[src/rtl/dfw_pkg.sv]
package dfw_pkg;

    typedef enum logic [2:0] {
        ST_IDLE,
        ST_LOW,
        ST_HIGH,
        ST_HOLD,
        ST_LDWAIT,
        ST_LDPULSE,
        ST_GAP
    } dfw_state_e;

    // Minimum link intervals in picoseconds
    localparam int MIN_PHASE_PS      = 20000;
    localparam int MIN_CS_SETUP_PS   = 15000;
    localparam int MIN_CS_HOLD_PS    = 20000;
    localparam int MIN_DATA_SETUP_PS = 15000;
    localparam int MIN_LOAD_PS       = 30000;
    localparam int MIN_CS_IDLE_PS    = 30000;

    typedef logic [15:0] run_t;

    function automatic int dfw_max6(int a, int b, int c, int d, int e, int f);
        int m;
        m = a;
        if (b > m) m = b;
        if (c > m) m = c;
        if (d > m) m = d;
        if (e > m) m = e;
        if (f > m) m = f;
        return m;
    endfunction

    function automatic run_t run_inc(run_t v);
        return (v == '1) ? v : v + run_t'(1);
    endfunction

endpackage

[src/rtl/dfw_bitorder.sv]
module dfw_bitorder #(
    parameter int W = 14
) (
    input  logic         reverse,
    input  logic [W-1:0] din,
    output logic [W-1:0] dout
);
    for (genvar i = 0; i < W; i++) begin : g_bit
        assign dout[i] = reverse ? din[W-1-i] : din[i];
    end
endmodule

[src/rtl/dfw_shifter.sv]
module dfw_shifter #(
    parameter int W = 16
) (
    input  logic         clk,
    input  logic         rst_n,
    input  logic         load,
    input  logic [W-1:0] load_val,
    input  logic         shift,
    output logic         msb
);
    logic [W-1:0] sh_d, sh_q;

    always_comb begin
        sh_d = sh_q;
        if (load) begin
            sh_d = load_val;
        end else if (shift) begin
            sh_d = {sh_q[W-2:0], 1'b0};
        end
    end

    always_ff @(posedge clk or negedge rst_n) begin
        if (!rst_n) begin
            sh_q <= '0;
        end else begin
            sh_q <= sh_d;
        end
    end

    assign msb = sh_q[W-1];
endmodule

[src/rtl/dac_frame_writer.sv]
module dac_frame_writer
    import dfw_pkg::*;
#(
    parameter int CODE_W       = 14,
    parameter int PAD_W        = 2,
    parameter int HALF_CYC     = 5,
    parameter int CS_SETUP_CYC = 4,
    parameter int CS_HOLD_CYC  = 5,
    parameter int LD_DELAY_CYC = 8,
    parameter int LD_PULSE_CYC = 8,
    parameter int CS_IDLE_CYC  = 8,
    parameter int SYS_PS       = 4000
) (
    input  logic              clk,
    input  logic              rst_n,
    input  logic              in_valid,
    output logic              in_ready,
    input  logic [CODE_W-1:0] in_code,
    input  logic              in_lsb_first,
    input  logic              in_use_strobe,
    output logic              dac_cs_n,
    output logic              dac_sclk,
    output logic              dac_sdo,
    output logic              dac_ld_n
);
    localparam int FRAME_W = PAD_W + CODE_W;
    localparam int MAX_CYC = dfw_max6(CS_SETUP_CYC + HALF_CYC, HALF_CYC, CS_HOLD_CYC,
                                      LD_DELAY_CYC, LD_PULSE_CYC, CS_IDLE_CYC);
    localparam int CNT_W   = $clog2(MAX_CYC + 1);
    localparam int BIT_W   = $clog2(FRAME_W);

    typedef struct packed {
        dfw_state_e       st;
        logic [CNT_W-1:0] cnt;
        logic [BIT_W-1:0] bits;
        logic             cs_n;
        logic             sclk;
        logic             ld_n;
        logic             strobe;
    } ctl_t;

    ctl_t r_d, r_q;

    logic [CODE_W-1:0]  code_ordered;
    logic [FRAME_W-1:0] frame_word;
    logic               load_frame;
    logic               shift_frame;

    dfw_bitorder #(.W(CODE_W)) i_order (
        .reverse (in_lsb_first),
        .din     (in_code),
        .dout    (code_ordered)
    );

    assign frame_word = {{PAD_W{1'b0}}, code_ordered};

    dfw_shifter #(.W(FRAME_W)) i_shift (
        .clk      (clk),
        .rst_n    (rst_n),
        .load     (load_frame),
        .load_val (frame_word),
        .shift    (shift_frame),
        .msb      (dac_sdo)
    );

    always_comb begin
        r_d         = r_q;
        load_frame  = 1'b0;
        shift_frame = 1'b0;
        case (r_q.st)
            ST_IDLE: begin
                if (in_valid) begin
                    load_frame = 1'b1;
                    r_d.st     = ST_LOW;
                    r_d.cnt    = CNT_W'(CS_SETUP_CYC + HALF_CYC - 1);
                    r_d.bits   = BIT_W'(FRAME_W - 1);
                    r_d.cs_n   = 1'b0;
                    r_d.strobe = in_use_strobe;
                end
            end
            ST_LOW: begin
                if (r_q.cnt == '0) begin
                    r_d.st   = ST_HIGH;
                    r_d.sclk = 1'b1;
                    r_d.cnt  = CNT_W'(HALF_CYC - 1);
                end else begin
                    r_d.cnt = r_q.cnt - CNT_W'(1);
                end
            end
            ST_HIGH: begin
                if (r_q.cnt == '0) begin
                    r_d.sclk = 1'b0;
                    if (r_q.bits == '0) begin
                        r_d.st  = ST_HOLD;
                        r_d.cnt = CNT_W'(CS_HOLD_CYC - 1);
                    end else begin
                        shift_frame = 1'b1;
                        r_d.st      = ST_LOW;
                        r_d.bits    = r_q.bits - BIT_W'(1);
                        r_d.cnt     = CNT_W'(HALF_CYC - 1);
                    end
                end else begin
                    r_d.cnt = r_q.cnt - CNT_W'(1);
                end
            end
            ST_HOLD: begin
                if (r_q.cnt == '0) begin
                    r_d.cs_n = 1'b1;
                    if (r_q.strobe) begin
                        r_d.st  = ST_LDWAIT;
                        r_d.cnt = CNT_W'(LD_DELAY_CYC - 1);
                    end else begin
                        r_d.st  = ST_GAP;
                        r_d.cnt = CNT_W'(CS_IDLE_CYC - 1);
                    end
                end else begin
                    r_d.cnt = r_q.cnt - CNT_W'(1);
                end
            end
            ST_LDWAIT: begin
                if (r_q.cnt == '0) begin
                    r_d.st   = ST_LDPULSE;
                    r_d.ld_n = 1'b0;
                    r_d.cnt  = CNT_W'(LD_PULSE_CYC - 1);
                end else begin
                    r_d.cnt = r_q.cnt - CNT_W'(1);
                end
            end
            ST_LDPULSE: begin
                if (r_q.cnt == '0) begin
                    r_d.st   = ST_GAP;
                    r_d.ld_n = 1'b1;
                    r_d.cnt  = CNT_W'(CS_IDLE_CYC - 1);
                end else begin
                    r_d.cnt = r_q.cnt - CNT_W'(1);
                end
            end
            ST_GAP: begin
                if (r_q.cnt == '0) begin
                    r_d.st = ST_IDLE;
                end else begin
                    r_d.cnt = r_q.cnt - CNT_W'(1);
                end
            end
            default: begin
                r_d.st = ST_IDLE;
            end
        endcase
    end

    always_ff @(posedge clk or negedge rst_n) begin
        if (!rst_n) begin
            r_q <= '{st: ST_IDLE, cnt: '0, bits: '0, cs_n: 1'b1,
                     sclk: 1'b0, ld_n: 1'b1, strobe: 1'b0};
        end else begin
            r_q <= r_d;
        end
    end

    assign in_ready = (r_q.st == ST_IDLE);
    assign dac_cs_n = r_q.cs_n;
    assign dac_sclk = r_q.sclk;
    assign dac_ld_n = r_q.ld_n;

    // Interval meters on the pins, used only by the timing assertions
    run_t hi_run_q, lo_run_q, cs_lo_run_q, cs_hi_run_q, ld_lo_run_q, since_rise_q;
    logic sclk_prev_q;

    always_ff @(posedge clk or negedge rst_n) begin
        if (!rst_n) begin
            hi_run_q     <= '1;
            lo_run_q     <= '1;
            cs_lo_run_q  <= '1;
            cs_hi_run_q  <= '1;
            ld_lo_run_q  <= '1;
            since_rise_q <= '1;
            sclk_prev_q  <= 1'b0;
        end else begin
            hi_run_q     <= dac_sclk  ? run_inc(hi_run_q)    : '0;
            lo_run_q     <= !dac_sclk ? run_inc(lo_run_q)    : '0;
            cs_lo_run_q  <= !dac_cs_n ? run_inc(cs_lo_run_q) : '0;
            cs_hi_run_q  <= dac_cs_n  ? run_inc(cs_hi_run_q) : '0;
            ld_lo_run_q  <= !dac_ld_n ? run_inc(ld_lo_run_q) : '0;
            since_rise_q <= (dac_sclk && !sclk_prev_q) ? run_t'(1) : run_inc(since_rise_q);
            sclk_prev_q  <= dac_sclk;
        end
    end

    p_sclk_idle_low_r5: assert property (@(posedge clk) disable iff (!rst_n)
        dac_cs_n |-> !dac_sclk);

    p_busy_not_ready_r8: assert property (@(posedge clk) disable iff (!rst_n)
        (!dac_cs_n || !dac_ld_n) |-> !in_ready);

    p_sdo_stable_r4: assert property (@(posedge clk) disable iff (!rst_n)
        $rose(dac_sclk) |-> $stable(dac_sdo));

    p_strobe_cs_high_r7: assert property (@(posedge clk) disable iff (!rst_n)
        !dac_ld_n |-> dac_cs_n);

    p_sclk_high_min_r10: assert property (@(posedge clk) disable iff (!rst_n)
        $fell(dac_sclk) |-> (int'(hi_run_q) * SYS_PS >= MIN_PHASE_PS));

    p_sclk_low_min_r10: assert property (@(posedge clk) disable iff (!rst_n)
        $rose(dac_sclk) |-> (int'(lo_run_q) * SYS_PS >= MIN_PHASE_PS) &&
                            (int'(lo_run_q) * SYS_PS >= MIN_DATA_SETUP_PS));

    p_cs_setup_r10: assert property (@(posedge clk) disable iff (!rst_n)
        $rose(dac_sclk) |-> (int'(cs_lo_run_q) * SYS_PS >= MIN_CS_SETUP_PS));

    p_cs_hold_r10: assert property (@(posedge clk) disable iff (!rst_n)
        $rose(dac_cs_n) |-> (int'(since_rise_q) * SYS_PS >= MIN_CS_HOLD_PS));

    p_strobe_delay_r10: assert property (@(posedge clk) disable iff (!rst_n)
        $fell(dac_ld_n) |-> (int'(cs_hi_run_q) * SYS_PS >= MIN_LOAD_PS));

    p_strobe_width_r10: assert property (@(posedge clk) disable iff (!rst_n)
        $rose(dac_ld_n) |-> (int'(ld_lo_run_q) * SYS_PS >= MIN_LOAD_PS));

    p_cs_idle_r10: assert property (@(posedge clk) disable iff (!rst_n)
        $fell(dac_cs_n) |-> (int'(cs_hi_run_q) * SYS_PS >= MIN_CS_IDLE_PS));

endmodule

[config.mk]
export PLATFORM = sky130hd
export DESIGN_NAME = dac_frame_writer
export DESIGN_NICKNAME = d
export VERILOG_FILES = /design/src/rtl/dfw_pkg.sv /design/src/rtl/dfw_bitorder.sv /design/src/rtl/dfw_shifter.sv /design/src/rtl/dac_frame_writer.sv
export SDC_FILE = /design/constraint.sdc
export NUM_CORES = 1
export LEC_CHECK = 0
export ABC_AREA = 1
export BUFFER_PORTS_ARGS = -buffer_cell sky130_fd_sc_hd__buf_2
export CORE_AREA = 2 2 77 79
export CTS_CLUSTER_DIAMETER = 60
export CTS_CLUSTER_SIZE = 28
export DETAILED_ROUTE_END_ITERATION = 10
export DIE_AREA = 0 0 79 81
export PLACE_DENSITY = 0.59
export SYNTH_ARGS = -nofsm -noshare
export SYNTH_HDL_FRONTEND = slang
export SYNTH_SLANG_ARGS = --single-unit
[constraint.sdc]
create_clock -name clk -period 1.55 [get_ports clk]
set_input_delay 0.2325 -clock clk [delete_from_list [all_inputs] [get_ports clk]]
set_output_delay 0.2325 -clock clk [all_outputs]
set_load 0.02 [all_outputs]
==> results of run 1 <==
==> cells by family after synthesis <==
group	after synthesis
flip-flops	31
buffers and inverters	52
adder cells (fa/ha/maj)	3
AO/OA/AOI/OAI	57
AND/OR/NAND/NOR	119
XOR/XNOR	3
==> worst max-delay path by stage <==
stage	endpoint	cells past startpoint
global placement	i_shift.sh_q[5]	6
floorplan	i_shift.sh_q[4]	8
detailed placement	i_shift.sh_q[12]	6
CTS	i_shift.sh_q[12]	6
finish	r_q[11]	7
global route	i_shift.sh_q[5]	8
==> metrics by stage <==
stage / cell area (um2) / util, % / hold slack, ps
5_1_grt: 2240 / 39.5 / 178
2_1_floorplan: 1870 / - / -63.1
3_5_place_dp: 2070 / 36.4 / 286
4_1_cts: 2200 / 38.7 / 162
3_3_place_gp: 2070 / 36.4 / 281
6_report: 2240 / 39.5 / 166
==> cells in the mapped netlist (3+ instances only) <==
cell	instances
nor2_1	16
a21oi_1	9
nor2_2	3
buf_6	3
nand3_1	13
ha_1	3
dfrtp_1	29
buf_4	4
nand2_1	82
inv_1	40
o21ai_1	9
o21ai_0	34
==> state kept, by name, summed over array words and instances (netlist names) <==
name,cells
dac_ld_n,1
i_shift.sh_q,16
dac_cs_n,1
dac_sclk,1
r_q,12
==> where the power goes <==
group	switching [mW]	internal [mW]	leakage (nW)
sequential	0.197	1.18	0.381
combinational	1.38	0.799	0.707
clock	0.321	0.520	0.0612
==> layout make-up <==
type / instances / area (um2) / share of cell area (%)
Timing Repair Buffer: 31 / 194 / 8.66
Tap cell: 75 / 93.8 / 4.19
Sequential cell: 31 / 781 / 34.9
Multi-Input combinational cell: 183 / 896 / 40.0
Inverter: 42 / 158 / 7.04
Clock inverter: 2 / 35.0 / 1.56
Clock buffer: 6 / 82.6 / 3.69
==> critical path, cell delays in order, from the launching register on <==
cell	delay (ps)
dfrtp_1	360
inv_1	60
ha_1	200
buf_4	140
nand3_1	80
nand3_1	220
nor2_2	200
a21oi_1	80
==> metal layers <==
metal / global-route usage [%] / up-vias
li1: - / 888
met1: 16.3 / 719
met2: 23.1 / 31
met3: 3.67 / 4
met4: 3.62 / 0
met5: 0 / -
==> repair_timing <==
action	in CTS	in global routing
setup endpoints to repair	0	20
setup buffers	0	0
endpoints found under the hold margin	29	0
gates resized for setup	0	9
hold buffers	1	0
==> flow_summary.toml, run 1 <==
[outcome]
status = "completed"

[logic_synthesis]
synth-seq-cells = 31
synth.cell_area_um2 = 1870
yosys-mux-area-fraction_pct = 0
synthSimpleGateAreaFrac_pct = 26.6
synthArstFlopShare_pct = 100
synth-seq-area-share_pct = 41.6
synthXorXnorAreaFrac_pct = 1.40
synth_area_leaders = "dfrtp_1, nand2_1, o21ai_0, inv_1, nand3_1"
synth_cell_types = 28
ys.flop_type = "dfrtp_1"
synth_top_family_by_area = "simple AND/OR/NAND/NOR gates"
synth_compound_area_share_pct = 15.9
avgSynthCellArea_um2 = 7.06
synth-edff-count = 0
synth_warnings = 0
syn_inst = 265
synth-adder-area-share_pct = 2.01
synth_top_cell_by_area = "dfrtp_1"
synth_fp_nets = 287
synth_top_area_share_pct = 38.8

[flow_run]
cap_violations = 0

[cts]
cts-root-buf = "clkbuf_8"
cts_buffer_depth = 2
cts_tree = "done"
clk_pin_slew_ps = 70
numCtsBuffers = 5
clock_sinks = 31
clock_latency_ps = 280
htree_num_levels = 2

[placement]
dpl.cell_count = 360
hpwlAfterDp_um = 2720
place_congestion = 0.828
dp_slack_ps = 60.5
portBuffers = 23

[route]
met1Wirelength_um = 1920
vias = 1642
routed.top_layer = "met4"
firstDrtPassIters = 4
dr_wl_met3_um = 169
met2WireLength_um = 1870
drt-total-wl_um = 3990
viasPerCell = 4.44
antenna_left = 0
drtIter0Drc = 58
route.detailed.drc = 0
wire_per_inst_um = 10.8

[finish]
final_cells = 370
drive_above_1_share_pct = 18.6
final_common_cell = "nand2_1"
most-common-layout-cells = "nand2_1, inv_1, o21ai_0, dfrtp_1, buf_2"
area_growth_pct = 19.7
diodes = 0
nFillCells = 601
finalNetCount = 316

[sta]
rsz0062_at_grt = "false"
fin_setup_tns_ps = 0
finalCritPeriodShare_pct = 93.2
slew_headroom_pct = 73.0
clock_skew_ps = 7.19
hold_viol = 0
fmaxAchievable_mhz = 692
period_minus_slack_ps = 1450
drv_slew = 0
worst_slack_ps = 105
tightest_slew_ps = 405
setup_viol_count_final = 0

[global_routing]
overflow = 0
grt_max_degree = 32
grt_use_total_pct = 13.3
grt_pass1_vias = 1547
grt_pass1_wl_um = 6680
antenna_found_initial = 0

[setup_path]
timing.rr.end = "r_q[11]"
crit_fanout = 6
rr_startpoint = "r_q[8]"
rrSetupSlack_ps = 100
required_ps = 1720
critPathCaptureType = "flop"
cp.arrival_ps = 1610
ff2ff_path_depth = 7
cp-startpoint = "r_q[8]"
worstSetupPathType = "reg2reg"
worst_setup_path_start_kind = "flop"

[pwr]
cellLeakagePower_nw = 1.15
p_total_mw = 4.40
ir_drop_uv = 1010
pwr_density_cell_nw_per_um2 = 1970

[min_path]
hold_path.class = "in2reg"
hold_path_depth = 3
min-delay-start = "in_use_strobe"
worstHoldEndpoint = "r_q[0]"

[floorplan]
rows = 28
start_util_pct = 33.0
io_pins = 24
dieArea_um2 = 6400
die_y_um = 81
core-area_um2 = 5680
die_w_um = 79
(Power assumes the default switching activity.)
==> inputs of run 2 (changes only) <==
--- a/config.mk
+++ b/config.mk
@@ -8,6 +8,7 @@
 export ABC_AREA = 1
 export BUFFER_PORTS_ARGS = -buffer_cell sky130_fd_sc_hd__buf_2
 export CORE_AREA = 2 2 77 79
+export CTS_BUF_LIST = sky130_fd_sc_hd__clkbuf_8
 export CTS_CLUSTER_DIAMETER = 60
 export CTS_CLUSTER_SIZE = 28
 export DETAILED_ROUTE_END_ITERATION = 10
==> constraint.sdc (replaced) <==
create_clock -name clk -period 1.9 [get_ports clk]
set_input_delay 0.285 -clock clk [delete_from_list [all_inputs] [get_ports clk]]
set_output_delay 0.285 -clock clk [all_outputs]
set_load 0.02 [all_outputs]
==> run 2 against run 1 <==
Clock power is 45% lower. Total power is 27% lower. Cell count is 2.2% lower. Largest power group unchanged. Highest routed layer unchanged. Maximum frequency is 10% lower.
==> flow_summary.toml, run 2 (synthesis gave the netlist of run 1 again) <==
[cts]
htree_num_levels = 2
cts_buffer_depth = 2
cts_tree = "done"
cts-root-buf = "clkbuf_8"
clk_pin_slew_ps = 60
postCtsSetupRepairBufs = 0
clock_sinks = 31
clock_latency_ps = 280
numCtsBuffers = 5
cts-resized-gates = 0
cts_hold_buf = 0

[sta]
slew_headroom_pct = 53.7
setup_viol_count_final = 0
hold_viol = 0
tightest_slew_ps = 694
whs_ps = 49.8
fin_setup_tns_ps = 0
fmaxAchievable_mhz = 621
drv_slew = 0
rsz0062_at_grt = "false"
period_minus_slack_ps = 1610
clock_skew_ps = 7.33
finalCritPeriodShare_pct = 84.7

[finish]
area_growth_pct = 12.6
multi_input_area_um2 = 858
reg.largest.list = "i_shift.sh_q x16, r_q x12"
diodes = 0
regMostFlops = "i_shift.sh_q"
nFillCells = 605
most-common-layout-cells = "nand2_1, inv_1, o21ai_0, dfrtp_1, buf_2"
finalNetCount = 309
layout.area.seq_um2 = 778
drive_above_1_share_pct = 14.3
largest_reg_flops = 16
final_area_um2 = 2110
final_common_cell = "nand2_1"

[setup_path]
ff2ff_path_depth = 7
cp.arrival_ps = 1760
crit_fanout = 31
critPathCaptureType = "flop"
worstSetupPathType = "reg2reg"
cp_cell_sequence = "inv_1 > ha_1 > nand2_1 > nor2_1 > nand2_1 > nand2_4 > o21ai_0"
cpMostUsedCell = "nand2_1"
required_ps = 2050
critPathMaxStageDelay_ps = 380
worst_setup_path_start_kind = "flop"
rr_startpoint = "r_q[8]"
rrSetupSlack_ps = 290
slowest_stage = "dfrtp_1"
timing.rr.end = "i_shift.sh_q[6]"

[floorplan]
die_w_um = 79
rows = 28
die_y_um = 81
io_pins = 24
core-area_um2 = 5680
dieArea_um2 = 6400
start_util_pct = 33.0

[pwr]
ir_drop_uv = 831
pwr_density_cell_nw_per_um2 = 1520
cellLeakagePower_nw = 1.10

[route]
drt-total-wl_um = 3810
firstDrtPassIters = 4
route.detailed.drc = 0
wire_per_inst_um = 10.5
drtIter0Drc = 58
antenna_left = 0
vias = 1636
viasPerCell = 4.52

[flow_run]
cap_violations = 0

[placement]
hpwlAfterDp_um = 2800
placed_area_um2 = 2030
place_congestion = 0.848
portBuffers = 23

[global_routing]
overflow = 0
grt_pass1_vias = 1570
grt_pass1_wl_um = 6620
grt_use_total_pct = 13.2
grt_max_degree = 32
antenna_found_initial = 0

[min_path]
hold_path.class = "in2async"

[outcome]
status = "completed"
run 2: cell count changes in the layout (fill, tap and decap cells not counted), sizes merged:
cell | previous run | this run
buf | 30 | 25
dlygate4sd3 | 1 | 0
inv | 42 | 44
clkinv | 1 | 0
bufinv | 1 | 0
clkbuf | 6 | 5
nand2 | 85 | 84
run 2: report_power, final:
part	leakage (nW)	switching [mW]	internal [mW]
registers	0.383	0.160	0.959
logic	0.666	1.05	0.571
clock network	0.0466	0.223	0.241
run 2: how the worst max path moves through the flow:
stage	start	endpoint	slack [ps]	cells past startpoint
2_1_floorplan	r_q[8]	i_shift.sh_q[4]	500	8
3_3_place_gp	r_q[8]	i_shift.sh_q[5]	310	7
3_5_place_dp	r_q[8]	i_shift.sh_q[6]	290	7
4_1_cts	r_q[8]	i_shift.sh_q[10]	260	8
5_1_grt	r_q[8]	i_shift.sh_q[5]	90	8
6_report	r_q[8]	i_shift.sh_q[6]	290	7
run 2: layout make-up:
class,count,share of cell area (%)
Clock buffer,5,3.27
Clock inverter,2,0.356
Inverter,42,7.48
Multi-Input combinational cell,182,40.7
Sequential cell,31,36.9
Tap cell,75,4.45
Timing Repair Buffer,25,6.77
run 2: layer usage:
metal,vias to the layer above,GRT usage (%),wire length [um]
met5,-,0,0
met4,0,5.69,36
met3,4,2.44,165
met2,37,23.3,1780
met1,724,15.7,1830
li1,871,-,-
run 2: worst max-delay path, delay by kind of cell (launching register included):
family	cells	cell delay (ps)
flops	1	380
buf+inv	1	130
compound gates	1	130
simple gates	4	610
fa+ha+maj	1	230
run 2: metrics by stage:
stage | std cells | worst slack, ps | utilization (%) | power (mW)
after floorplan | 265 | 504 | - | 2.45
final | 362 | 290 | 37.1 | 3.20
after detailed placement | 355 | 286 | 35.8 | 2.77
after global routing | 362 | 86.2 | 37.1 | 3.57
after CTS | 362 | 259 | 37.1 | 3.25
after global placement | 355 | 307 | 35.8 | 2.75
